## src/rtl/purge_ctl_pkg.sv

```systemverilog
package purge_ctl_pkg;
  localparam int REG_W    = 64;
  localparam int ADDR_W   = 20;
  localparam int KIND_W   = 4;
  localparam int N_LEVEL  = 2;
  // MSB-0 bit n sits at value index REG_W-1-n
  localparam int START_IX = REG_W - 1 - 0;
  localparam int KIND_HI  = REG_W - 1 - 1;
  localparam int KIND_LO  = REG_W - 1 - 4;
  localparam int BUSY_IX  = REG_W - 1 - 9;
  localparam logic [ADDR_W-1:0] L2_OFS = 20'h1080E;
  localparam logic [ADDR_W-1:0] L3_OFS = 20'h1180E;

  typedef enum logic [0:0] {LVL_L2 = 1'b0, LVL_L3 = 1'b1} level_e;

  function automatic logic [ADDR_W-1:0] level_ofs(input int lv);
    return (lv == 0) ? L2_OFS : L3_OFS;
  endfunction
endpackage

```

## src/rtl/purge_engine.sv

```systemverilog
module purge_engine #(
  parameter int LATENCY = 16,
  parameter int KIND_W  = 4
) (
  input  logic              clk_i,
  input  logic              rst_ni,
  input  logic              start_i,
  input  logic [KIND_W-1:0] kind_i,
  output logic              busy_o,
  output logic              done_o,
  output logic [KIND_W-1:0] kind_o
);
  localparam int CNT_W = $clog2(LATENCY + 1);
  localparam logic [CNT_W-1:0] CNT_INIT = CNT_W'(LATENCY - 1);

  logic              busy_q;
  logic [CNT_W-1:0]  cnt_q;
  logic [KIND_W-1:0] kind_q;

  assign done_o = busy_q && (cnt_q == '0);
  assign busy_o = busy_q;
  assign kind_o = kind_q;

  always_ff @(posedge clk_i or negedge rst_ni) begin
    if (!rst_ni) begin
      busy_q <= 1'b0;
      cnt_q  <= '0;
      kind_q <= '0;
    end else if (start_i && !busy_q) begin
      busy_q <= 1'b1;
      cnt_q  <= CNT_INIT;
      kind_q <= kind_i;
    end else if (busy_q) begin
      if (cnt_q == '0) busy_q <= 1'b0;
      else             cnt_q  <= cnt_q - 1'b1;
    end
  end

  AST_CNT_BOUND: assert property (@(posedge clk_i) disable iff (!rst_ni)
    cnt_q <= CNT_INIT);
  AST_END_AT_ZERO: assert property (@(posedge clk_i) disable iff (!rst_ni)
    $fell(busy_q) |-> $past(cnt_q) == '0);
  AST_KIND_HELD: assert property (@(posedge clk_i) disable iff (!rst_ni)
    busy_q && $past(busy_q) |-> $stable(kind_q));
endmodule

```

## src/rtl/purge_reg.sv

```systemverilog
module purge_reg
  import purge_ctl_pkg::*;
#(
  parameter bit SELF_CLEAR = 1'b0,
  parameter bit HAS_BUSY   = 1'b1
) (
  input  logic              clk_i,
  input  logic              rst_ni,
  input  logic              wr_i,
  input  logic              start_d_i,
  input  logic              start_m_i,
  input  logic [KIND_W-1:0] kind_d_i,
  input  logic [KIND_W-1:0] kind_m_i,
  input  logic              eng_busy_i,
  input  logic              eng_done_i,
  output logic              start_o,
  output logic [KIND_W-1:0] kind_o,
  output logic [REG_W-1:0]  image_o
);
  logic              start_q;
  logic [KIND_W-1:0] kind_q;
  logic              start_wr;
  logic [KIND_W-1:0] kind_nx;

  assign start_wr = wr_i && start_m_i;
  assign kind_nx  = (wr_i && !eng_busy_i) ? ((kind_q & ~kind_m_i) | (kind_d_i & kind_m_i))
                                          : kind_q;
  assign start_o  = start_wr && start_d_i && !start_q && !eng_busy_i;
  assign kind_o   = kind_nx;

  always_ff @(posedge clk_i or negedge rst_ni) begin
    if (!rst_ni) kind_q <= '0;
    else         kind_q <= kind_nx;
  end

  generate
    if (SELF_CLEAR) begin : g_self
      always_ff @(posedge clk_i or negedge rst_ni) begin
        if (!rst_ni)         start_q <= 1'b0;
        else if (eng_done_i) start_q <= 1'b0;
        else if (start_o)    start_q <= 1'b1;
      end
      AST_SELF_CLEAR: assert property (@(posedge clk_i) disable iff (!rst_ni)
        eng_done_i |=> !start_q);
      AST_REQ_TRACKS: assert property (@(posedge clk_i) disable iff (!rst_ni)
        eng_busy_i |-> start_q);
    end else begin : g_host
      always_ff @(posedge clk_i or negedge rst_ni) begin
        if (!rst_ni)       start_q <= 1'b0;
        else if (start_wr) start_q <= start_d_i;
      end
      AST_TRIG_KEPT: assert property (@(posedge clk_i) disable iff (!rst_ni)
        eng_done_i && start_q && !start_wr |=> start_q);
    end
  endgenerate

  always_comb begin
    image_o = '0;
    image_o[START_IX] = start_q;
    image_o[KIND_HI:KIND_LO] = kind_q;
    if (HAS_BUSY) image_o[BUSY_IX] = eng_busy_i;
  end

  AST_KIND_FROZEN: assert property (@(posedge clk_i) disable iff (!rst_ni)
    eng_busy_i && $past(eng_busy_i) |-> $stable(kind_q));
endmodule

```

## src/rtl/purge_ctl.sv

```systemverilog
module purge_ctl
  import purge_ctl_pkg::*;
#(
  parameter int LAT_L2 = 16,
  parameter int LAT_L3 = 16
) (
  input  logic              clk_i,
  input  logic              rst_ni,
  input  logic              req_i,
  input  logic              we_i,
  input  logic [ADDR_W-1:0] addr_i,
  input  logic [REG_W-1:0]  wdata_i,
  input  logic [REG_W-1:0]  wmask_i,
  output logic              rvalid_o,
  output logic [REG_W-1:0]  rdata_o,
  output logic [N_LEVEL-1:0]        purge_busy_o,
  output logic [N_LEVEL*KIND_W-1:0] purge_kind_o
);
  logic [N_LEVEL-1:0] sel;
  logic [REG_W-1:0]   image [N_LEVEL];
  logic [REG_W-1:0]   rd_mux;
  logic               rvalid_q;
  logic [REG_W-1:0]   rdata_q;
  logic               unused_bits;

  assign unused_bits = ^{wdata_i[KIND_LO-1:0], wmask_i[KIND_LO-1:0]};

  generate
    for (genvar lv = 0; lv < N_LEVEL; lv++) begin : g_lvl
      logic              start;
      logic [KIND_W-1:0] kind_wr;
      logic              busy;
      logic              done;
      logic [KIND_W-1:0] kind_run;

      assign sel[lv] = (addr_i == level_ofs(lv));

      purge_reg #(
        .SELF_CLEAR (lv == int'(LVL_L3)),
        .HAS_BUSY   (lv == int'(LVL_L2))
      ) u_reg (
        .clk_i      (clk_i),
        .rst_ni     (rst_ni),
        .wr_i       (req_i && we_i && sel[lv]),
        .start_d_i  (wdata_i[START_IX]),
        .start_m_i  (wmask_i[START_IX]),
        .kind_d_i   (wdata_i[KIND_HI:KIND_LO]),
        .kind_m_i   (wmask_i[KIND_HI:KIND_LO]),
        .eng_busy_i (busy),
        .eng_done_i (done),
        .start_o    (start),
        .kind_o     (kind_wr),
        .image_o    (image[lv])
      );

      purge_engine #(
        .LATENCY (lv == 0 ? LAT_L2 : LAT_L3),
        .KIND_W  (KIND_W)
      ) u_eng (
        .clk_i   (clk_i),
        .rst_ni  (rst_ni),
        .start_i (start),
        .kind_i  (kind_wr),
        .busy_o  (busy),
        .done_o  (done),
        .kind_o  (kind_run)
      );

      assign purge_busy_o[lv] = busy;
      assign purge_kind_o[lv*KIND_W +: KIND_W] = kind_run;
    end
  endgenerate

  always_comb begin
    rd_mux = '0;
    for (int lv = 0; lv < N_LEVEL; lv++)
      if (sel[lv]) rd_mux = image[lv];
  end

  always_ff @(posedge clk_i or negedge rst_ni) begin
    if (!rst_ni) begin
      rvalid_q <= 1'b0;
      rdata_q  <= '0;
    end else begin
      rvalid_q <= req_i && !we_i;
      if (req_i && !we_i) rdata_q <= rd_mux;
    end
  end

  assign rvalid_o = rvalid_q;
  assign rdata_o  = rdata_q;

  AST_UNMAPPED_ZERO: assert property (@(posedge clk_i) disable iff (!rst_ni)
    req_i && !we_i && !(|sel) |=> rdata_o == '0);
  AST_RD_LATENCY: assert property (@(posedge clk_i) disable iff (!rst_ni)
    rvalid_o |-> $past(req_i) && !$past(we_i));
  AST_SEL_ONEHOT: assert property (@(posedge clk_i) disable iff (!rst_ni)
    $onehot0(sel));
endmodule

```

## config.mk

```make
export PLATFORM = sky130hd
export DESIGN_NAME = purge_ctl
export DESIGN_NICKNAME = d
export VERILOG_FILES = /design/src/rtl/purge_ctl_pkg.sv /design/src/rtl/purge_engine.sv /design/src/rtl/purge_reg.sv /design/src/rtl/purge_ctl.sv
export SDC_FILE = /design/constraint.sdc
export NUM_CORES = 1
export LEC_CHECK = 0
export BUFFER_PORTS_ARGS = -buffer_cell sky130_fd_sc_hd__buf_4
export CORE_ASPECT_RATIO = 0.9
export CORE_MARGIN = 4
export CORE_UTILIZATION = 33
export DETAILED_ROUTE_END_ITERATION = 12
export PLACE_DENSITY = 0.88
export SETUP_SLACK_MARGIN = 0.5
export SLEW_MARGIN = 20
export SYNTH_ARGS = -nofsm -noshare
export SYNTH_HDL_FRONTEND = slang
export SYNTH_SLANG_ARGS = --single-unit
```

## constraint.sdc

```tcl
create_clock -name clk_i -period 1.74 [get_ports clk_i]
set_input_delay 0 -clock clk_i [delete_from_list [all_inputs] [get_ports clk_i]]
set_output_delay 0 -clock clk_i [all_outputs]
set_load 0.03 [all_outputs]
```

## Yosys cells after proc, flatten, opt, wreduce, memory -nomap -nowiden

Cells that the tools add are included.

- Output and inout port bits: 75
- Logic and storage cells: 71
- Flip-flop bits (word level): 95
- Input bits: 152

- Equality and inequality tests: 4
- $add $sub $neg: 2
- Reductions and logical operators: 29
- Multiplexer cells: 18
- Bitwise gates (word level): 6

Operators by type and width:

| cell | count |
|---|---|
| two-way mux 64 bit | 2 |
| equality test 20 x 17 -> 1 bit (second input constant) | 2 |
| two-way mux 5 bit | 6 |
| logical AND 1 bit | 17 |
| bitwise AND 4 bit | 3 |
| zero test 5 bit | 2 |
| subtractor 5 x 1 -> 5 bit (second input constant) | 2 |
| two-way mux 1 bit | 8 |
| two-way mux 4 bit | 2 |
| bitwise OR 4 bit | 2 |
| nonzero test 2 bit | 3 |
| zero test 1 bit | 5 |
| inequality test 2 bit (second input constant) | 2 |
| inverter 4 bit | 1 |
| AND reduction 2 bit | 2 |

## Logic depth before layout (Yosys ltp)

- Depth after elaboration: 9
- Gate-level depth with buffers: 6
- Mapped depth without buffers: 6

## Hierarchy

Synthesis repeated with hierarchy kept, for this count alone.

- Cells, all modules: 621
- Area, all modules: 5970.7 µm²

Modules (own cells, without submodules):

| module | seq. area each (µm²) | cells each | instances | area an instance (µm²) |
|---|---|---|---|---|
| purge_ctl | 1626.6 | 378 | 1 | 3662.3 |
| purge_engine | 250.2 | 44 | 2 | 460.4 |
| purge_reg at g_lvl[0].u_reg | 125.1 | 77 | 1 | 696.9 |
| purge_reg at g_lvl[1].u_reg | 125.1 | 78 | 1 | 690.7 |

## Worst setup path after synthesis

No wires, ideal clock.

- Kind: reg-to-reg
- Start: register g_lvl[1].u_eng.cnt_q[0]
- End: register g_lvl[1].u_eng.cnt_q[4]
- Buffers on the path: 0
- Arrival: 1.580 ns
- Setup time: 0.120 ns
- Path slack: 0.040 ns
- Stages on the path, launching flop included: 7
- Clock period less this slack: 1.700 ns
- Path through: dfrtp_1 -> inv_1 -> ha_1 -> or4b_2 -> nand4_1 -> xnor2_1 -> and2_2

- Longest elaborated chain between the ends: 4
- Elaborated cells between the ends (all ways): 7
- Those cells by class: add/sub (1); eq/ne (1); mux (3); reduce/logical (2)

RTL lines:

| item | RTL line | text |
|---|---|---|
| from (decl) | purge_engine.sv:17 | `logic [CNT_W-1:0] cnt_q;` |
| from (signal assigned) | purge_engine.sv:35 | `else cnt_q <= cnt_q - 1'b1;` |
| subtractor 5 x 1 -> 5 bit | purge_engine.sv:35 |  |
| two-way mux 5 bit | purge_engine.sv:34 | `if (cnt_q == '0) busy_q <= 1'b0;` |
| two-way mux 5 bit | purge_engine.sv:33 | `end else if (busy_q) begin` |
| two-way mux 5 bit | purge_engine.sv:29 | `end else if (start_i && !busy_q) begin` |

Parallel ways exist; a longest one is shown, timed or not. The select of a mux whose other input is x is not followed.
A chain may end at the register's enable or synchronous reset.

## Final worst setup path

Same ends and word-level chain as after synthesis.

==> flow_metrics.tcl <==
set metrics [dict create \
    chipWidth_um 96.8 \
    power_leakage_nw 1.65 \
    netlist-cell-type-count 35 \
    gp_congestion 0.782 \
    tritoncts_num_sinks 37 \
    number_of_global_route_vias_before_repair 1786 \
    synth_edf_count 0 \
    worst_clock_skew_ns 0.00452 \
    final-setup-viol-count 0 \
    placement.io_buffers 50 \
    syn_inst 236 \
    final_routed_wire_length_divided_by_cell_count_um 13.7 \
    rsz0062_at_grt "yes" \
    top_level_ports 227 \
    multiInputGateArea_um2 1290 \
    final_cell_area_um2 3150 \
    fp.dieH_um 87.9 \
    drt_wl_total_um 5640 \
    drt-pass1-iter-count 4 \
    timing.critical_path.to_type "flop" \
    place_hpwl_um 3890 \
    post_synth.cell_area_avg_um2 9.92 \
    tritoncts_clock_tree "yes" \
    maxCapViolCount 0 \
    area.sequential_um2 927 \
    grt_pass1_wl_um 8330 \
    drive_gt1_share_pct 44.9 \
    synth-main-ff-cell "sky130_fd_sc_hd__dfrtp_1" \
    syn-cell-area_um2 2340 \
    maxSlewViolCount 0 \
    ffs_w_async_s_r_synth_pct 100 \
    post-route-period-util_pct 91.5 \
    groute.usage.overall_pct 12.3 \
    outcome "finished, final reports clean" \
    die_outline_area_um2 8510 \
    drt_first_iter_violations 70 \
    finish.net_count 476 \
    grt-ovfl-total 0 \
    placeableCoreArea_um2 6730 \
    detail_route.drc_violations 0 \
    clock_tree.root_cell "sky130_fd_sc_hd__clkbuf_8" \
    timing.final.hold_violations 0 \
    fin_crit_ns 1.59 \
    area_growth_pct 34.7 \
    hold_path_class "in -> reg" \
    timing.fmax_ghz 0.628 \
    grt_max_degree 38 \
    critical_path_peak_fanout 5 \
    initial_core_util_pct 34.8 \
    share_of_the_yosys_chip_area_belonging_to_registers_pct 39.6 \
    clock_h_tree_levels 2 \
    synth.ff_latch_count 37 \
    std_cell_rows 28 \
    diodes 0 \
    timing.critical_path.required_ns 1.97 \
    fin_worst_hold_slack_ns 0.0608 \
    timing.setup.tns_ns 0 \
    clk_latency_ns 0.29 \
    critPathKind "reg -> reg" \
    clk_transition_reported_paths_ns 0.08 \
    drtAntennaViolNets 0 \
    cts_made_buffers 5 \
    route.vias.total 1795 \
    grt_antenna_before_repair 0 \
    ctsLongestPathBuffers 2 \
    fillCellCount 619 \
    report.power.total_mw 1.81 \
    worstPathArrival_ns 1.82 \
    postPlaceCellArea_um2 2650 \
    irDropWorstVdd_mv 0.457 \
    powerDensity_nw_per_um2 573 \
    synth_warnings 0 \
    via_per_inst 4.37 \
    critical_path.startpoint_type "flop" \
]
==> synth_stat cells (all sizes together) (2+ instances only) <==
master / count / area [um2]
inv: 15 / 56.3
ha: 4 / 50.1
and2: 2 / 13.8
clkbuf: 2 / 17.5
nand4: 4 / 40.0
nand2b: 2 / 12.5
mux2: 17 / 203
xor2: 3 / 26.3
nand3: 14 / 75.1
xnor2: 4 / 35.0
nor4: 3 / 33.8
nor2: 5 / 18.8
or4b: 5 / 57.6
dfrtp: 37 / 926
buf: 61 / 462
nand2: 26 / 97.6
o21ai: 15 / 75.1
o211ai: 2 / 15.0
mux2i: 5 / 50.1
nor3: 5 / 36.3
==> what timing repair did <==
item / in CTS / in global routing
setup endpoints to repair: 30 / 36
hold buffers: 6 / 0
endpoints found under the hold margin: 46 / 0
pin swaps: 19 / 19
resized for setup: 29 / 22
gates cloned: 1 / 0
setup buffers: 13 / 6
==> cells in the final DEF, fill, tap and decap left out, types with 3 or more instances in the layout <==
cell	n
sky130_fd_sc_hd__nor2_1	5
sky130_fd_sc_hd__o21ai_0	8
sky130_fd_sc_hd__nand2_2	4
sky130_fd_sc_hd__nand3_1	3
sky130_fd_sc_hd__buf_6	11
sky130_fd_sc_hd__clkbuf_8	6
sky130_fd_sc_hd__inv_2	4
sky130_fd_sc_hd__mux2_4	6
sky130_fd_sc_hd__conb_1	58
sky130_fd_sc_hd__mux2_2	11
sky130_fd_sc_hd__nor4_4	3
sky130_fd_sc_hd__xor2_1	3
sky130_fd_sc_hd__nand4_1	3
sky130_fd_sc_hd__dfrtp_1	36
sky130_fd_sc_hd__xnor2_1	3
sky130_fd_sc_hd__inv_1	11
sky130_fd_sc_hd__or4b_4	5
sky130_fd_sc_hd__buf_4	65
sky130_fd_sc_hd__nand2_1	20
sky130_fd_sc_hd__nor3_1	3
sky130_fd_sc_hd__nand3_2	11
sky130_fd_sc_hd__mux2i_1	5
sky130_fd_sc_hd__o21ai_1	6
sky130_fd_sc_hd__dlygate4sd3_1	6
==> worst max-delay path: stages (launching register included) <==
cell                      delay (ns)
sky130_fd_sc_hd__dfrtp_1        0.40
sky130_fd_sc_hd__inv_2          0.06
sky130_fd_sc_hd__ha_2           0.15
sky130_fd_sc_hd__or4b_4         0.51
sky130_fd_sc_hd__nand4_1        0.12
sky130_fd_sc_hd__xnor2_1        0.13
sky130_fd_sc_hd__and2_4         0.16
==> registers in the layout (all words and copies together), names as in the netlist <==
register             flops
g_lvl.u_eng.kind_o       8
rvalid_o                 1
g_lvl.u_reg.kind_q       8
g_lvl.u_eng.cnt_q       10
g_lvl.u_eng.busy_o       2
rdata_o                  6
g_lvl.u_reg.start_q      2
==> per-stage QoR <==
stage               utilization, %  instances  worst slack, ns
global placement              39.4        377           0.0251
global route                  46.9        411           0.0972
detailed placement            39.4        377         -0.00458
CTS                           45.2        405            0.196
floorplan                        -        293            0.129
finish                        46.9        411            0.148
==> final cells by class <==
type,count,area share (%)
tap,90,3.57
multi-input combinational,179,40.9
inverter,15,1.79
clock buffer,6,2.62
sequential,37,29.4
timing repair buffer,82,21.3
clock inverter,2,0.437
==> path summary, 6_finish.rpt <==
| kind | from | endpoint | slack [ns] | depth (start not counted) |
|---|---|---|---|---|
| max | g_lvl[1].u_eng.cnt_q[0] | g_lvl[1].u_eng.cnt_q[4] | 0.15 | 6 |
| min | wmask_i[61] | g_lvl[0].u_reg.kind_q[2] | 0.06 | 3 |
| max reg2reg | g_lvl[1].u_eng.cnt_q[0] | g_lvl[1].u_eng.cnt_q[4] | 0.15 | 6 |
| min reg2reg | rdata_o[62] | rdata_o[62] | 0.51 | 2 |
| max in group asynchronous | rst_ni | g_lvl[0].u_eng.busy_o | 1.18 | 2 |
| min in group asynchronous | rst_ni | g_lvl[0].u_eng.kind_o[2] | 0.20 | 2 |
==> metal layers <==
metal,share of wire (%),track usage [%],vias up
met3,6.5,4.30,11
met4,2.1,5.10,0
li1,-,-,839
met1,40,14.2,879
met2,51,21.2,66
met5,0,0,-
==> report_power, final <==
group	switching [mW]	internal, mW	leakage [nW]	total, mW
sequential	0.000286	0.861	0.514	0.861
clock	0.308	0.321	0.0512	0.629
combinational	0.236	0.0805	1.09	0.317
==> cell families after synthesis <==
kind of cell	share of synthesized area [%]
buf+inv	22.9
xor+xnor	2.62
compound gates	3.85
simple gates	18.0
other cells	0.160
flops	39.6
fa+ha+maj	2.14
mux	10.8
(Power assumes the default switching activity.)
